File: config.mk
export PLATFORM = sky130hd
export DESIGN_NAME = tagged_xlate_buf
export DESIGN_NICKNAME = d
export VERILOG_FILES = /design/src/rtl/xlb_pkg.sv /design/src/rtl/xlb_pick.sv /design/src/rtl/xlb_tag_cmp.sv /design/src/rtl/tagged_xlate_buf.sv
export SDC_FILE = /design/constraint.sdc
export NUM_CORES = 1
export LEC_CHECK = 0
export CORE_MARGIN = 3
export CORE_UTILIZATION = 55
export CTS_CLUSTER_DIAMETER = 60
export CTS_CLUSTER_SIZE = 40
export DETAILED_ROUTE_END_ITERATION = 10
export DONT_BUFFER_PORTS = 1
export PLACE_DENSITY_LB_ADDON = 0.05
export SLEW_MARGIN = 20
export SYNTH_ARGS = -nofsm -noshare
export SYNTH_HDL_FRONTEND = slang
export SYNTH_SLANG_ARGS = --single-unit
File: constraint.sdc
create_clock -name clk -period 10.2 [get_ports clk]
set_clock_uncertainty 0.2 [all_clocks]
set_input_delay 2.04 -clock clk [delete_from_list [all_inputs] [get_ports clk]]
set_output_delay 2.04 -clock clk [all_outputs]
set_load 0.005 [all_outputs]
File: src/rtl/xlb_pkg.sv
package xlb_pkg;
  typedef enum logic [2:0] {
    OP_LOOKUP   = 3'd0,
    OP_INSERT   = 3'd1,
    OP_DMP_PAGE = 3'd2,
    OP_DMP_CTX  = 3'd3,
    OP_DMP_ALL  = 3'd4
  } xlb_op_e;
endpackage

File: src/rtl/xlb_pick.sv
// Lowest-index priority picker over a request vector.
module xlb_pick #(
  parameter int N = 8,
  localparam int IDX_W = (N > 1) ? $clog2(N) : 1
) (
  input  logic [N-1:0]     vec,
  output logic             any,
  output logic [IDX_W-1:0] idx
);
  always_comb begin
    any = |vec;
    idx = '0;
    for (int i = N - 1; i >= 0; i--) begin
      if (vec[i]) idx = IDX_W'(i);
    end
  end
endmodule

File: src/rtl/xlb_tag_cmp.sv
// Parallel tag comparison across all entries.
module xlb_tag_cmp #(
  parameter int N      = 8,
  parameter int VPN_W  = 20,
  parameter int PART_W = 3,
  parameter int CTX_W  = 8
) (
  input  logic [N-1:0][VPN_W-1:0]  ent_vpn,
  input  logic [N-1:0][PART_W-1:0] ent_part,
  input  logic [N-1:0][CTX_W-1:0]  ent_ctx,
  input  logic [N-1:0]             ent_real,
  input  logic [N-1:0]             ent_valid,
  input  logic [VPN_W-1:0]         key_vpn,
  input  logic [PART_W-1:0]        key_part,
  input  logic [CTX_W-1:0]         key_ctx,
  input  logic                     key_real,
  output logic [N-1:0]             page_hit,
  output logic [N-1:0]             ctx_hit,
  output logic [N-1:0]             part_hit
);
  for (genvar g = 0; g < N; g++) begin : g_ent
    logic p_eq, c_eq, v_eq;
    assign p_eq        = (ent_part[g] == key_part);
    assign c_eq        = (ent_ctx[g] == key_ctx);
    assign v_eq        = (ent_vpn[g] == key_vpn) && (ent_real[g] == key_real);
    assign part_hit[g] = ent_valid[g] && p_eq;
    assign ctx_hit[g]  = ent_valid[g] && p_eq && c_eq;
    assign page_hit[g] = ent_valid[g] && p_eq && c_eq && v_eq;
  end
endmodule

File: src/rtl/tagged_xlate_buf.sv
module tagged_xlate_buf
  import xlb_pkg::*;
#(
  parameter int ENTRIES = 8,
  parameter int VPN_W   = 20,
  parameter int PPN_W   = 20,
  parameter int PART_W  = 3,
  parameter int CTX_W   = 8,
  localparam int IDX_W  = (ENTRIES > 1) ? $clog2(ENTRIES) : 1
) (
  input  logic              clk,
  input  logic              rst,
  input  logic              req_valid,
  input  logic [2:0]        req_op,
  input  logic [VPN_W-1:0]  req_vpn,
  input  logic [PART_W-1:0] req_part,
  input  logic [CTX_W-1:0]  req_ctx,
  input  logic              req_real,
  input  logic [PPN_W-1:0]  ins_ppn,
  input  logic              ins_lock,
  input  logic              ins_at_idx,
  input  logic [IDX_W-1:0]  ins_idx,
  output logic              rsp_valid,
  output logic              rsp_hit,
  output logic              rsp_miss,
  output logic [PPN_W-1:0]  rsp_ppn,
  output logic [IDX_W-1:0]  rsp_idx,
  output logic              ins_done,
  output logic              demap_done
);
  localparam int N = ENTRIES;

  // Entry payload: no reset, written one index at a time.
  logic [N-1:0][VPN_W-1:0]  vpn_q;
  logic [N-1:0][PART_W-1:0] part_q;
  logic [N-1:0][CTX_W-1:0]  ctx_q;
  logic [N-1:0]             real_q;
  logic [N-1:0]             lock_q;
  logic [N-1:0][PPN_W-1:0]  ppn_q;
  // Control state with reset.
  logic [N-1:0] valid_q, used_q, valid_n, used_n;

  // Shortcut register: most recent lookup hit.
  logic              sc_valid_q;
  logic [VPN_W-1:0]  sc_vpn_q;
  logic [PART_W-1:0] sc_part_q;
  logic [CTX_W-1:0]  sc_ctx_q;
  logic              sc_real_q;
  logic [IDX_W-1:0]  sc_idx_q;

  xlb_op_e op;
  logic do_look, do_ins, do_dpage, do_dctx, do_dall, do_dmp;

  assign op       = xlb_op_e'(req_op);
  assign do_look  = req_valid && (op == OP_LOOKUP);
  assign do_ins   = req_valid && (op == OP_INSERT);
  assign do_dpage = req_valid && (op == OP_DMP_PAGE);
  assign do_dctx  = req_valid && (op == OP_DMP_CTX);
  assign do_dall  = req_valid && (op == OP_DMP_ALL);
  assign do_dmp   = do_dpage || do_dctx || do_dall;

  logic [N-1:0] page_hit, ctx_hit, part_hit;

  xlb_tag_cmp #(.N(N), .VPN_W(VPN_W), .PART_W(PART_W), .CTX_W(CTX_W)) u_cmp (
    .ent_vpn  (vpn_q),
    .ent_part (part_q),
    .ent_ctx  (ctx_q),
    .ent_real (real_q),
    .ent_valid(valid_q),
    .key_vpn  (req_vpn),
    .key_part (req_part),
    .key_ctx  (req_ctx),
    .key_real (req_real),
    .page_hit (page_hit),
    .ctx_hit  (ctx_hit),
    .part_hit (part_hit)
  );

  logic             arr_any, inv_any, free_any;
  logic [IDX_W-1:0] arr_idx, inv_idx, free_idx;

  xlb_pick #(.N(N)) u_pick_hit (.vec(page_hit), .any(arr_any), .idx(arr_idx));
  // Conflicting entries count as free for the victim choice.
  xlb_pick #(.N(N)) u_pick_inv (.vec(~valid_q | page_hit), .any(inv_any), .idx(inv_idx));
  xlb_pick #(.N(N)) u_pick_free (.vec(~used_q), .any(free_any), .idx(free_idx));

  logic             sc_hit, look_hit;
  logic [IDX_W-1:0] look_idx, vic_idx;

  assign sc_hit   = sc_valid_q && (sc_vpn_q == req_vpn) && (sc_part_q == req_part) &&
                    (sc_ctx_q == req_ctx) && (sc_real_q == req_real);
  assign look_hit = sc_hit || arr_any;
  assign look_idx = sc_hit ? sc_idx_q : arr_idx;

  always_comb begin
    if (ins_at_idx)    vic_idx = ins_idx;
    else if (inv_any)  vic_idx = inv_idx;
    else if (free_any) vic_idx = free_idx;
    else               vic_idx = '0;
  end

  // Next valid / used state.
  always_comb begin
    valid_n = valid_q;
    used_n  = used_q;
    if (do_look && look_hit) begin
      used_n[look_idx] = 1'b1;
    end
    if (do_ins) begin
      valid_n = valid_n & ~page_hit;
      used_n  = used_n & ~page_hit;
      valid_n[vic_idx] = 1'b1;
      used_n[vic_idx]  = 1'b1;
      if (&used_n) begin
        used_n = '0;
        used_n[vic_idx] = 1'b1;
      end
    end
    if (do_dpage) begin
      valid_n = valid_n & ~page_hit;
      used_n  = used_n & ~page_hit;
    end
    if (do_dctx) begin
      valid_n = valid_n & ~ctx_hit;
      used_n  = used_n & ~ctx_hit;
    end
    if (do_dall) begin
      valid_n = valid_n & ~(part_hit & ~lock_q);
      used_n  = used_n & ~(part_hit & ~lock_q);
    end
  end

  always_ff @(posedge clk) begin
    if (rst) begin
      valid_q <= '0;
      used_q  <= '0;
    end else begin
      valid_q <= valid_n;
      used_q  <= used_n;
    end
  end

  always_ff @(posedge clk) begin
    if (do_ins) begin
      vpn_q[vic_idx]  <= req_vpn;
      part_q[vic_idx] <= req_part;
      ctx_q[vic_idx]  <= req_ctx;
      real_q[vic_idx] <= req_real;
      lock_q[vic_idx] <= ins_lock;
      ppn_q[vic_idx]  <= ins_ppn;
    end
  end

  always_ff @(posedge clk) begin
    if (rst) begin
      sc_valid_q <= 1'b0;
      sc_vpn_q   <= '0;
      sc_part_q  <= '0;
      sc_ctx_q   <= '0;
      sc_real_q  <= 1'b0;
      sc_idx_q   <= '0;
    end else if (do_ins || do_dmp) begin
      sc_valid_q <= 1'b0;
    end else if (do_look && !sc_hit && arr_any) begin
      sc_valid_q <= 1'b1;
      sc_vpn_q   <= req_vpn;
      sc_part_q  <= req_part;
      sc_ctx_q   <= req_ctx;
      sc_real_q  <= req_real;
      sc_idx_q   <= arr_idx;
    end
  end

  always_ff @(posedge clk) begin
    if (rst) begin
      rsp_valid  <= 1'b0;
      rsp_hit    <= 1'b0;
      rsp_miss   <= 1'b0;
      rsp_ppn    <= '0;
      rsp_idx    <= '0;
      ins_done   <= 1'b0;
      demap_done <= 1'b0;
    end else begin
      rsp_valid  <= do_look;
      rsp_hit    <= do_look && look_hit;
      rsp_miss   <= do_look && !look_hit;
      rsp_ppn    <= (do_look && look_hit) ? ppn_q[look_idx] : '0;
      rsp_idx    <= do_look ? (look_hit ? look_idx : '0) : (do_ins ? vic_idx : '0);
      ins_done   <= do_ins;
      demap_done <= do_dmp;
    end
  end


  reset_clear_chk: assert property (@(posedge clk) rst |=> (valid_q == '0) && !sc_valid_q);

  look_resp_chk: assert property (@(posedge clk) disable iff (rst)
    do_look |=> rsp_valid && (rsp_hit != rsp_miss) && !ins_done && !demap_done);

  ins_at_idx_chk: assert property (@(posedge clk) disable iff (rst)
    (do_ins && ins_at_idx) |=> ins_done && (rsp_idx == $past(ins_idx)));

  tag_unique_chk: assert property (@(posedge clk) disable iff (rst)
    req_valid |-> $onehot0(page_hit));

  new_used_chk: assert property (@(posedge clk) disable iff (rst)
    ins_done |-> used_q[rsp_idx] && valid_q[rsp_idx]);

  lock_keep_chk: assert property (@(posedge clk) disable iff (rst)
    do_dall |=> (($past(valid_q & lock_q) & ~valid_q) == '0));

  demap_done_chk: assert property (@(posedge clk) disable iff (rst)
    do_dmp |=> demap_done && !rsp_valid && !sc_valid_q);
endmodule

# Word level (Yosys, flattened, before mapping)
# Cells that the tools add are included.
# word_totals
regBits	504
latch_bits	0
ram_bits	0
rom_bits	0
inputBits	63
out_inout_bits	28
wordCells	234
memories	0
# op_classes
n_addsub	0
multipliers	0
div	0
n_lt_le_gt_ge	4
n_eq_ne	40
shifts	0
n_mux	59
bitwise_logic	21
reduce_logical	61
# ops
operator	count
bitwise mux 160 bit	2
== test 20 bit	9
two-way mux 3 bit	32
two-way mux 8 bit	11
AND 8 bit	9
== test 8 bit	9
bitwise mux 64 bit	1
binary-select mux 20 bit (select 3 bit)	1
demux 20 bit (select 3 bit)	1
inverter 8 bit	6
logical AND 1 bit	47
two-way mux 20 bit	2
OR 8 bit	4
== test 3 bit	9
bitwise mux 24 bit	1
demux 8 bit (select 3 bit)	1
OR reduction 8 bit	3
bitwise mux 8 bit	2
demux 3 bit (select 3 bit)	1
== test 1 bit	9
less-than comparator 3 x 4 -> 1 bit (second input constant)	2
AND reduction 8 bit	1
demux 1 bit (select 3 bit)	2
== test 3 x 2 -> 1 bit (second input constant)	2
10 further kinds	18

# Longest topological paths before layout
# Gate-level depths: netlist (run 1).
# depth
ltp_word	30
mapped_depth	16
mapped_depth_nobuf	12

# By module
# A second synthesis (run 1) with hierarchy kept.
# unflattened
hier_cells	1521
area_unflattened_um2	21396.8
# modules_own_cells
module	instances	cells_each	area_each_um2	seq_area_each_um2
tagged_xlate_buf	1	1090	17993.5	14333.7
xlb_tag_cmp	1	392	3159.3	0.0
xlb_pick	3	13	81.3	0.0

# Least setup slack after synthesis (run 1)
# Ideal clock, no wire load.
# synth_path
kind	input to register
from	in req_vpn[15]
to	reg ctx_q[32] (netlist name), enable pin
setup_ps	533
t_arrival_ps	8064
required_time_ps	9467
setup_slack_ps	1402
stages	10
path_buffers	1
path_cell_list	buf_4 > xor2_1 > or4_1 > nor4_1 > nand4_1 > a31oi_1 > o21ai_0 > a211oi_1 > nand2_1 > nor3_1
# synth_rtl
item	line	source
start, declared	tagged_xlate_buf.sv:15	input logic [VPN_W-1:0] req_vpn,
end signal, assigned by index	tagged_xlate_buf.sv:147	ctx_q[vic_idx] <= req_ctx;
end, declared	tagged_xlate_buf.sv:36	logic [N-1:0][CTX_W-1:0] ctx_q;

==> results of run 1 <==
==> per-layer routing <==
| metal | vias to the layer above | track usage (%) | wire length (µm) |
|---|---|---|---|
| li1 | 6155 | - | - |
| met1 | 6757 | 36.6 | 24000 |
| met2 | 430 | 41.9 | 26500 |
| met3 | 72 | 3.45 | 2830 |
| met4 | 0 | 7.61 | 1350 |
| met5 | - | 0 | 0 |
==> path summary, 6_finish.rpt <==
path / endpoint / cells past startpoint / slack (ns)
max: vpn_q[92] / 10 / 3.47
min: sc_vpn_q[11] / 2 / 0.26
max reg2reg: vpn_q[92] / 10 / 4.55
min reg2reg: sc_vpn_q[11] / 2 / 0.26
==> final cells by class <==
type	count	area [µm²]
multi-input combinational	1081	7270
tap	518	648
timing repair buffer	12	90.1
clock buffer	44	1050
fill	3062	15500
inverter	13	48.8
clock inverter	26	284
antenna	1	2.50
sequential	504	14300
==> through the flow <==
stage	instances	worst slack, ns	util (%)	hold WS [ns]	cell area (µm²)
floorplan	1676	1.40	-	0.243	22100
global placement	2128	3.16	57.1	0.243	22400
detailed placement	2128	2.96	57.1	0.249	22400
CTS	2198	3.56	60.5	0.260	23700
global route	2198	3.25	60.5	0.276	23700
finish	2199	3.47	60.5	0.260	23700
==> power by group <==
part           internal (mW)  switching, mW
combinational         0.0548         0.0769
sequential              2.24        0.00881
clock                  0.823          0.763
==> Yosys cell counts (35+ instances only) <==
| cell type | count |
|---|---|
| sky130_fd_sc_hd__edfxtp_1 | 424 |
| sky130_fd_sc_hd__xor2_1 | 208 |
| sky130_fd_sc_hd__nand2_1 | 155 |
| sky130_fd_sc_hd__a21oi_1 | 105 |
| sky130_fd_sc_hd__xnor2_1 | 82 |
| sky130_fd_sc_hd__dfxtp_1 | 80 |
| sky130_fd_sc_hd__nor4_1 | 79 |
| sky130_fd_sc_hd__nor2_1 | 60 |
| sky130_fd_sc_hd__mux2i_1 | 43 |
| sky130_fd_sc_hd__a211oi_1 | 42 |
| sky130_fd_sc_hd__nand3_1 | 38 |
| sky130_fd_sc_hd__nand4_1 | 37 |
| sky130_fd_sc_hd__and2_1 | 36 |
| sky130_fd_sc_hd__clkbuf_1 | 35 |
==> worst reg2reg max path, stage by stage, from the launching register on <==
cell,delay (ns)
sky130_fd_sc_hd__edfxtp_1,0.39
sky130_fd_sc_hd__xnor2_1,0.17
sky130_fd_sc_hd__nand4_1,0.18
sky130_fd_sc_hd__nor3_1,0.81
sky130_fd_sc_hd__nand3_1,0.58
sky130_fd_sc_hd__nand4_1,0.38
sky130_fd_sc_hd__nor4_1,0.12
sky130_fd_sc_hd__a211oi_1,0.51
sky130_fd_sc_hd__nand2_1,0.39
sky130_fd_sc_hd__nor3_2,0.85
sky130_fd_sc_hd__buf_4,0.63
==> kinds of logic (layout without fill, tap and decap cells) <==
| family | Yosys count | in the layout | synth area share [%] |
|---|---|---|---|
| buffers and inverters | 91 | 95 | 2.49 |
| other | 0 | 1 | 0 |
| xor gates and xnor gates | 290 | 290 | 11.5 |
| and+or+nand+nor | 516 | 516 | 12.6 |
| DFF | 504 | 504 | 64.9 |
| muxes | 44 | 44 | 2.00 |
| AOI/OAI and AO/OA | 231 | 231 | 6.54 |
==> state kept, by name, indices dropped and copies added, names as in the netlist, 3 cells and up <==
register   count
ctx_q         64
lock_q         8
part_q        24
ppn_q        160
real_q         8
rsp_idx        3
rsp_ppn       20
sc_ctx_q       8
sc_idx_q       3
sc_part_q      3
sc_vpn_q      20
used_q         8
valid_q        8
vpn_q        160
==> results.yml, run 1 <==
status:
  outcome: "finished, final reports clean"
worst_setup_path:
  cp.required_ns: 10.19
  arrival_ns: 6.72
  timing.critical_path.buf_inv: 1
  critical_path.most_common_cell: "sky130_fd_sc_hd__nand4_1"
  timing_worst_setup_path_type: "in -> reg"
  critPathTopFamily: "simple AND/OR/NAND/NOR gates"
  slowest_cell_on_the_critical_path: "sky130_fd_sc_hd__nor3_2"
  critPathMaxFanout: 41
  delay_of_the_slowest_critical_path_stage_ns: 0.85
  timing.critical_path.to_type: "register"
  timing.critical_path.from_type: "input pin"
  worst_setup_startpoint: "req_part[1]"
  reg2reg_from: "part_q[13]"
  worst_path_cell_trace: "xnor2_1 > nand4_1 > nor3_1 > nand3_1 > nand4_1 > nor4_1 > a211oi_1 > nand2_1 > nor3_2 > buf_4"
routing:
  antenna_left: 0
  postRouteWirelength_mm: 54.7
  routedWlPerCell_um: 24.9
  route.detailed.drc: 0
  drt_pre_antenna_iters: 5
  vias: 13414
  number_of_design_rule_violations_left_by_the_first_detailed_router_iteration: 1151
  via_per_inst: 6.10
sta:
  setup_violations: 0
  final_hold_viol_count: 0
  slew_viol_final: 0
  fmaxAchievable_mhz: 149
  fin_tns_setup_ns: 0
  period_share_pct: 65.9
  grt_setup_unrepaired: "no"
  max_slew_margin_pct: 28.0
  timing_worst_slew_pin_value_ns: 1.08
  post-route-min-period_ns: 6.73
power_and_ir_drop:
  vdd_drop_max_mv: 0.162
  p_total_mw: 3.97
  total_leakage_power_nw: 7.80
  power_per_cell_area_nw_per_um2: 167
global_routing:
  globalRouteOverflowTotal: 0
  first_global_vias: 12723
  grt_util_all_layers_pct: 25.8
  antenna_violations_before_repair: 1
  grt_start_max_net_pins: 72
  grt_first_pass_wirelength_mm: 81.9
synthesis:
  syn_inst: 1676
  synth-seq-area-share_pct: 64.9
  count_of_flip_flops_with_a_built_in_enable_after_synthesis: 424
  syn_nets: 1739
  syn_avg_cell_area_um2: 13.2
  syn_area_um2: 22100
  netlist.top_cell.by_area: "sky130_fd_sc_hd__edfxtp_1"
  yosysWarnings: 0
  ys_dominant_reg_cell: "sky130_fd_sc_hd__edfxtp_1"
  ys_ff_latch: 504
  synth.top_cell.area_share_pct: 57.6
  synthArstFlopShare_pct: 0
  distinct_cell_type_count_of_the_synthesized_netlist: 83
  synthTopCellsByArea: "sky130_fd_sc_hd__edfxtp_1, sky130_fd_sc_hd__xor2_1, sky130_fd_sc_hd__dfxtp_1"
cts:
  cts.clk_slew.worst_paths_ns: 0.07
  postCtsSetupBuffers: 0
  cts_root_buffer: "sky130_fd_sc_hd__clkbuf_16"
  cts_num_sinks: 504
  post_cts_hold_buffer_count: 0
  cts_repair_resize_count: 0
  cts.htree.levels: 2
  clock_tree.buffer_depth: 3
  cts_tree: "yes"
  clock_insertion_delay_worst_skew_ns: 0.56
  cts_made_buffers: 38
placement:
  port_buffers: 0
  dp_hpwl_mm: 36.0
  place_congestion: 0.954
die:
  io_pins: 91
  core_area_um2: 39200
  starting_density_of_the_core_pct: 56.4
  die-width_um: 206
  floorplan.die_area_um2: 42600
  die-height_um: 206
  num_rows: 72
final_layout:
  layout.cells.most_common_list: "sky130_fd_sc_hd__edfxtp_1, sky130_fd_sc_hd__xor2_1, sky130_fd_sc_hd__nand2_1, sky130_fd_sc_hd__a21oi_1, sky130_fd_sc_hd__xnor2_1"
  fin_nets: 1713
  areaGrowthSynthToFinish_pct: 7.40
  post_route_cells_drive_above_1_share_pct: 7.68
  layout.cells.most_common: "sky130_fd_sc_hd__edfxtp_1"
worst_hold_path:
  worst_hold_startpoint: "sc_vpn_q[11]"
  hold_path_class: "reg -> reg"
job:
  maxCapViolations: 0
Power figures use the tool's default switching activity.
==> inputs of run 2 (changes only) <==
Clock period 10.2 ns to 6.05 ns, I/O delays scaled along.
==> results.yml, run 2 (synthesis gave the netlist of run 1 again) <==
status:
  outcome: "finished, final reports clean"
routing:
  number_of_design_rule_violations_left_by_the_first_detailed_router_iteration: 1258
  postRouteWirelength_mm: 53.7
  met2RoutedLength_mm: 24.6
  drt_pre_antenna_iters: 5
  antenna_left: 0
  highest_layer: "met4"
  via_per_inst: 6.07
  met1Wirelength_mm: 24.3
  vias: 13413
  detailed_route_wirelength_on_metal3_mm: 3.76
  route.detailed.drc: 0
  routedWlPerCell_um: 24.3
final_layout:
  fin_nets: 1728
  layout.cells.non_filler: 2211
  post_route_cells_drive_above_1_share_pct: 8.21
  layout.cells.most_common: "sky130_fd_sc_hd__edfxtp_1"
  layout.cell_area.non_filler_um2: 23800
  layout.cells.most_common_list: "sky130_fd_sc_hd__edfxtp_1, sky130_fd_sc_hd__xor2_1, sky130_fd_sc_hd__nand2_1, sky130_fd_sc_hd__a21oi_1, sky130_fd_sc_hd__xnor2_1"
  fillers: 3048
  areaGrowthSynthToFinish_pct: 7.81
  num_antenna_cells: 0
  reg_top3: "ppn_q: 160 flops, vpn_q: 160 flops, ctx_q: 64 flops"
  multi_input_comb_area_um2: 7280
  regArea_um2: 14300
  layout.core_utilization_pct: 60.8
power_and_ir_drop:
  p_total_mw: 6.54
  power_per_cell_area_nw_per_um2: 275
  vdd_drop_max_mv: 0.295
  total_leakage_power_nw: 7.86
global_routing:
  grt_start_max_net_pins: 57
  grt_util_all_layers_pct: 25.4
  antenna_violations_before_repair: 0
  grt_first_pass_wirelength_mm: 80.4
  globalRouteOverflowTotal: 0
  first_global_vias: 12984
placement:
  port_buffers: 0
  place_congestion: 0.910
  place_area_um2: 22600
  placed_cells: 2145
  dp_hpwl_mm: 34.0
cts:
  clock_insertion_delay_worst_skew_ns: 0.57
  postCtsSetupBuffers: 0
  cts.clk_slew.worst_paths_ns: 0.08
  cts.htree.levels: 2
  cts_root_buffer: "sky130_fd_sc_hd__clkbuf_16"
  post_cts_hold_buffer_count: 0
  cts_made_buffers: 36
  cts_repair_resize_count: 0
  clock_tree.buffer_depth: 3
  cts_num_sinks: 504
  cts_tree: "yes"
sta:
  final_hold_viol_count: 0
  max_slew_margin_pct: 34.2
  hold_ws_ns: 0.259
  period_share_pct: 79.0
  setup_violations: 0
  timing_worst_slew_pin_value_ns: 0.983
  fmaxAchievable_mhz: 209
  post-route-min-period_ns: 4.78
  slew_viol_final: 0
  grt_setup_unrepaired: "no"
die:
  die-width_um: 206
  die-height_um: 206
  num_rows: 72
  floorplan.die_area_um2: 42600
  core_area_um2: 39200
  io_pins: 91
  starting_density_of_the_core_pct: 56.4
worst_setup_path:
  timing.critical_path.from_type: "input pin"
  critPathTopFamily: "simple AND/OR/NAND/NOR gates"
  worst_path_cell_trace: "xor2_1 > nor4_1 > nand3_1 > nor3_1 > buf_4 > o311ai_2 > a31oi_1 > or2_0 > a31o_2 > o211a_1 > o32ai_1 > nor4_4 > o21ai_1"
  timing_worst_setup_path_type: "in -> reg"
  delay_of_the_slowest_critical_path_stage_ns: 0.63
  worst-path-stages: 13
  critPathMaxFanout: 18
  timing.critical_path.buf_inv: 1
  timing.critical_path.to_type: "register"
  reg2regPathDepth: 13
  cp.required_ns: 6.28
  slowest_cell_on_the_critical_path: "sky130_fd_sc_hd__nor3_1"
  arrival_ns: 5.01
worst_hold_path:
  hold_path_class: "reg -> reg"
  whs_path_depth: 2
job:
  maxCapViolations: 0
[run 2: per-stage QoR]
stage	setup WS, ns	setup TNS (ns)
finish	1.27	0
CTS	1.37	0
global route	0.913	0
detailed placement	0.762	0
floorplan	-0.286	-15.50
global placement	0.681	0
[run 2: path summary, 6_finish.rpt]
kind / start / to / slack [ns]
max reg2reg: part_q[19] / used_q[7] / 1.51
max: req_ctx[6] / used_q[7] / 1.27
min reg2reg: sc_part_q[0] / sc_part_q[0] / 0.26
min: sc_part_q[0] / sc_part_q[0] / 0.26
[run 2: worst reg2reg max path, stage by stage, from the launching register on]
cell	delay (ns)
sky130_fd_sc_hd__edfxtp_1	0.40
sky130_fd_sc_hd__xnor2_1	0.17
sky130_fd_sc_hd__and4_1	0.30
sky130_fd_sc_hd__nand3_1	0.22
sky130_fd_sc_hd__nor3_1	0.64
sky130_fd_sc_hd__buf_4	0.28
sky130_fd_sc_hd__o311ai_2	0.09
sky130_fd_sc_hd__a31oi_1	0.33
sky130_fd_sc_hd__or2_0	0.54
sky130_fd_sc_hd__a31o_2	0.29
sky130_fd_sc_hd__o211a_1	0.15
sky130_fd_sc_hd__o32ai_1	0.11
sky130_fd_sc_hd__nor4_4	0.54
sky130_fd_sc_hd__o21ai_1	0.15
[run 2: routing by layer]
layer / vias up / global-route usage, %
met5: - / 0
met4: 0 / 5.79
met3: 78 / 4.76
met2: 489 / 39.5
met1: 6668 / 37.4
li1: 6178 / -
[run 2: area by class of cell]
cell class	count	area share (%)
clock buffers	40	4.02
clock inverters	26	1.11
inverters	13	0.205
multi-input cells	1081	30.6
flip-flops and latches	504	60.2
well taps	518	2.72
repair buffers	29	1.18
[run 2: where the power goes]
group / switching [mW] / total, mW / internal (mW)
sequential: 0.0151 / 3.79 / 3.78
combinational: 0.116 / 0.210 / 0.0938
clock: 1.31 / 2.53 / 1.22
total: 1.44 / 6.54 / 5.10
